==> src/rtl/burst_addr_seq.sv <==
module burst_addr_seq #(
  parameter int AW = 17
) (
  input  logic          clk,
  input  logic          rst,
  input  logic          ld,
  input  logic [AW-1:0] ext_addr,
  input  logic          adv_n,
  input  logic          seq_mode,
  output logic [AW-1:0] cur_addr,
  output logic [1:0]    beat
);

  localparam int UW = AW - 2;

  logic [AW-1:0] start_q;
  logic [1:0]    step_q;
  logic [1:0]    low;

  always_ff @(posedge clk) begin
    if (rst) begin
      start_q <= '0;
      step_q  <= '0;
    end else if (ld) begin
      start_q <= ext_addr;
      step_q  <= '0;
    end else if (!adv_n) begin
      step_q  <= step_q + 2'd1;
    end
  end

  assign low      = seq_mode ? (start_q[1:0] ^ step_q) : (start_q[1:0] + step_q);
  assign cur_addr = {start_q[AW-1 -: UW], low};
  assign beat     = step_q;

endmodule


==> config.mk <==
export PLATFORM = sky130hd
export DESIGN_NAME = burst_addr_seq
export DESIGN_NICKNAME = d
export VERILOG_FILES = /design/src/rtl/burst_addr_seq.sv
export SDC_FILE = /design/constraint.sdc
export NUM_CORES = 1
export LEC_CHECK = 0
export ABC_CLOCK_PERIOD_IN_PS = 1200
export CORE_MARGIN = 2
export CORE_UTILIZATION = 35
export DETAILED_ROUTE_END_ITERATION = 6
export DONT_BUFFER_PORTS = 1
export SLEW_MARGIN = 25
export SYNTH_ARGS = -nofsm -noshare
export SYNTH_HDL_FRONTEND = slang
export SYNTH_SLANG_ARGS = --single-unit
==> constraint.sdc <==
create_clock -name clk -period 1.2 [get_ports clk]
set_clock_uncertainty 0.2 [all_clocks]
set_input_delay 0.12 -clock clk [delete_from_list [all_inputs] [get_ports clk]]
set_output_delay 0.12 -clock clk [all_outputs]
set_load 0.005 [all_outputs]
==> results.tsv <==
metric	value	unit
status	finished, violations left	
failed_checks	negative hold slack, negative setup slack	
finalSetupViolCount	2	
critPathMaxStageDelay	380	ps
coreArea	0.00225	mm²
io_buffers	0	
rows	17	
min-delay-start	ld	
synth_cell_type_count	13	
max_cap_viol_count	0	
slew_violations	0	
ir_drop	0.637	mV
start_util	37.9	%
vias_per_cell	4.65	
cp_slowest_cell	dfxtp_4	
path_clk_slew	100	ps
preCtsSetupSlack	36.9	ps
cp-end-kind	output port	
p_sw_share	22.3	%
layout.nets	108	
cts_tree	done	
path_max_fanout	4	
rsz0062_at_grt	yes	
cts_hold_buf	18	
hold_ws	-311	ps
tightest_slew	711	ps
grt_pass1_vias	559	
clk_latency	280	ps
holdPathStages	1	
hold_viol_final	19	
hp-class	input pin to flip-flop	
layout_setup_ws	-171	ps
critPathArrivalTime	1050	ps
die_h	53.4	µm
num_vias	521	
r2r_slack	60	ps
drt_wl_total	1560	µm
avgRoutedWirePerCell	13.9	µm
postCtsSetupRepairBufs	0	
seq_power_share	61.1	%
reg2reg_to	beat[1]	
power.static_leakage	0.423	nW
drt-pass1-iter-count	4	
ios	41	
yosysWarnings	0	
clock_power_share	27.0	%
syn_to_final_growth	15.2	%
gr-total-overflow	0	
path_class	flip-flop to output port	
final_cell_mix	mux2i_1 (17), nor2_1 (17), dfxtp_1 (17), dlygate4sd3_1 (17), clkbuf_4 (3)	
htree_num_levels	1	
required	880	ps
cts_root_buf	clkbuf_4	
antenna_found_initial	0	
post_synth.cell_area_avg	10.6	µm²
drc_errors	0	
fin_util	43.7	%
synth-seq-area-share	44.5	%
p_comb_share	11.9	%
dieWidth	53.4	µm
drive_gt1_share	13.1	%
whs_endpoint	beat[0]	
ant_nets	0	
synth_cells	81	
clock_path_buffers	2	
p_int	0.000885	W
max_freq	729	MHz
yosys_register_bits	19	
cts.sinks	19	
netSwitchingPower	0.000254	W
min_period	1370	ps
cellPowerDensity	1160	mW/mm²
cts_buffers	3	
post-route-period-util	114	%
grt_max_degree	20	
synth_area	855	µm²
grt_pass1_wl	2330	µm
cp_cell_sequence	ha_4 -> nor2b_4 -> xnor2_2	
critical_path.startpoint_type	flip-flop	
routabilityCongestion	0.507	
reg2reg_depth	3	
syn_nets	104	
dieArea	0.00285	mm²
track_usage	11.8	%
drt-initial-drc-count	2	
max_slew_margin	52.6	%
n_antenna_cell	0	
reg2reg_from	beat[0]	
power by group through the flow:
stage | Clock, W | Combinational, W | Sequential (W)
4_1_cts | 0.000323 | 0.000134 | 0.000696
6_report | 0.000307 | 0.000136 | 0.000696
3_3_place_gp | 0 | 0.0000689 | 0.000707
5_1_grt | 0.000346 | 0.000151 | 0.000699
2_1_floorplan | 0 | 0.000141 | 0.000696
3_5_place_dp | 0 | 0.0000731 | 0.000708
cell usage after synthesis:
cell | n | area (µm²)
and2b_2 | 1 | 8.76
mux2i_1 | 17 | 170
ha_1 | 1 | 12.5
xnor2_1 | 3 | 26.3
buf_6 | 1 | 11.3
nor2_1 | 17 | 63.8
dfxtp_1 | 19 | 380
buf_4 | 15 | 113
buf_12 | 1 | 20.0
nor3_1 | 1 | 5.00
buf_2 | 2 | 10.0
nor4_4 | 1 | 21.3
nor2b_1 | 2 | 12.5
cell families (layout without fill, tap and decap cells):
group,Yosys count,in the layout,share of synthesized area [%]
xor+xnor,3,3,3.08
fa+ha+maj,1,1,1.46
buf+inv,19,22,18.0
mux,17,17,19.9
simple gates,22,22,13.0
flops,19,19,44.5
per-stage QoR:
step	cell area, µm²	std cells	setup TNS [ps]	total power (W)	hold slack (ps)
3_5_place_dp	736	90	0	0.000781	-4.22
3_3_place_gp	736	90	0	0.000776	-5.10
6_report	985	112	-215	0.00114	-311
5_1_grt	985	112	-310	0.00120	-334
2_1_floorplan	855	81	0	0.000837	67.2
4_1_cts	972	112	-2080	0.00115	-326
flip-flops by register name, summed over array words and instances, names as in the netlist:
register,flops
start_q,17
beat,2
layer usage:
| metal | GRT usage [%] | routed length, µm | up-vias |
|---|---|---|---|
| met3 | 2.82 | 88 | 2 |
| met1 | 11.3 | 597 | 246 |
| met5 | 0 | 0 | - |
| li1 | - | - | 255 |
| met2 | 22.0 | 857 | 18 |
| met4 | 7.69 | 16 | 0 |
final cells by class:
cell class	count	area [µm²]
Clock buffer	4	26.3
Fill cell	227	1270
Multi-Input combinational cell	43	355
Sequential cell	19	385
Tap cell	28	35.0
Timing Repair Buffer	18	183
what timing repair did:
item                       in CTS  in global routing
setup endpoints to repair       2                 21
hold endpoints to repair       19                 19
pin swaps                       2                  1
resized for setup               7                  3
worst max-delay path by stage:
stage,start,endpoint,slack (ps),cells past startpoint
3_3_place_gp,beat[0],cur_addr[1],70,3
4_1_cts,beat[0],cur_addr[1],-200,3
3_5_place_dp,beat[0],cur_addr[1],40,3
6_report,beat[0],cur_addr[1],-170,3
2_1_floorplan,beat[0],cur_addr[1],100,3
5_1_grt,beat[0],cur_addr[1],-230,3
critical path, delay by kind of cell, from the launching register on:
family                     cells  cell delay, ps
xor gates and xnor gates       1             130
adders and majority gates      1             150
DFF                            1             380
and+or+nand+nor                1             120
No activity file was read; power rests on OpenSTA's default activity.
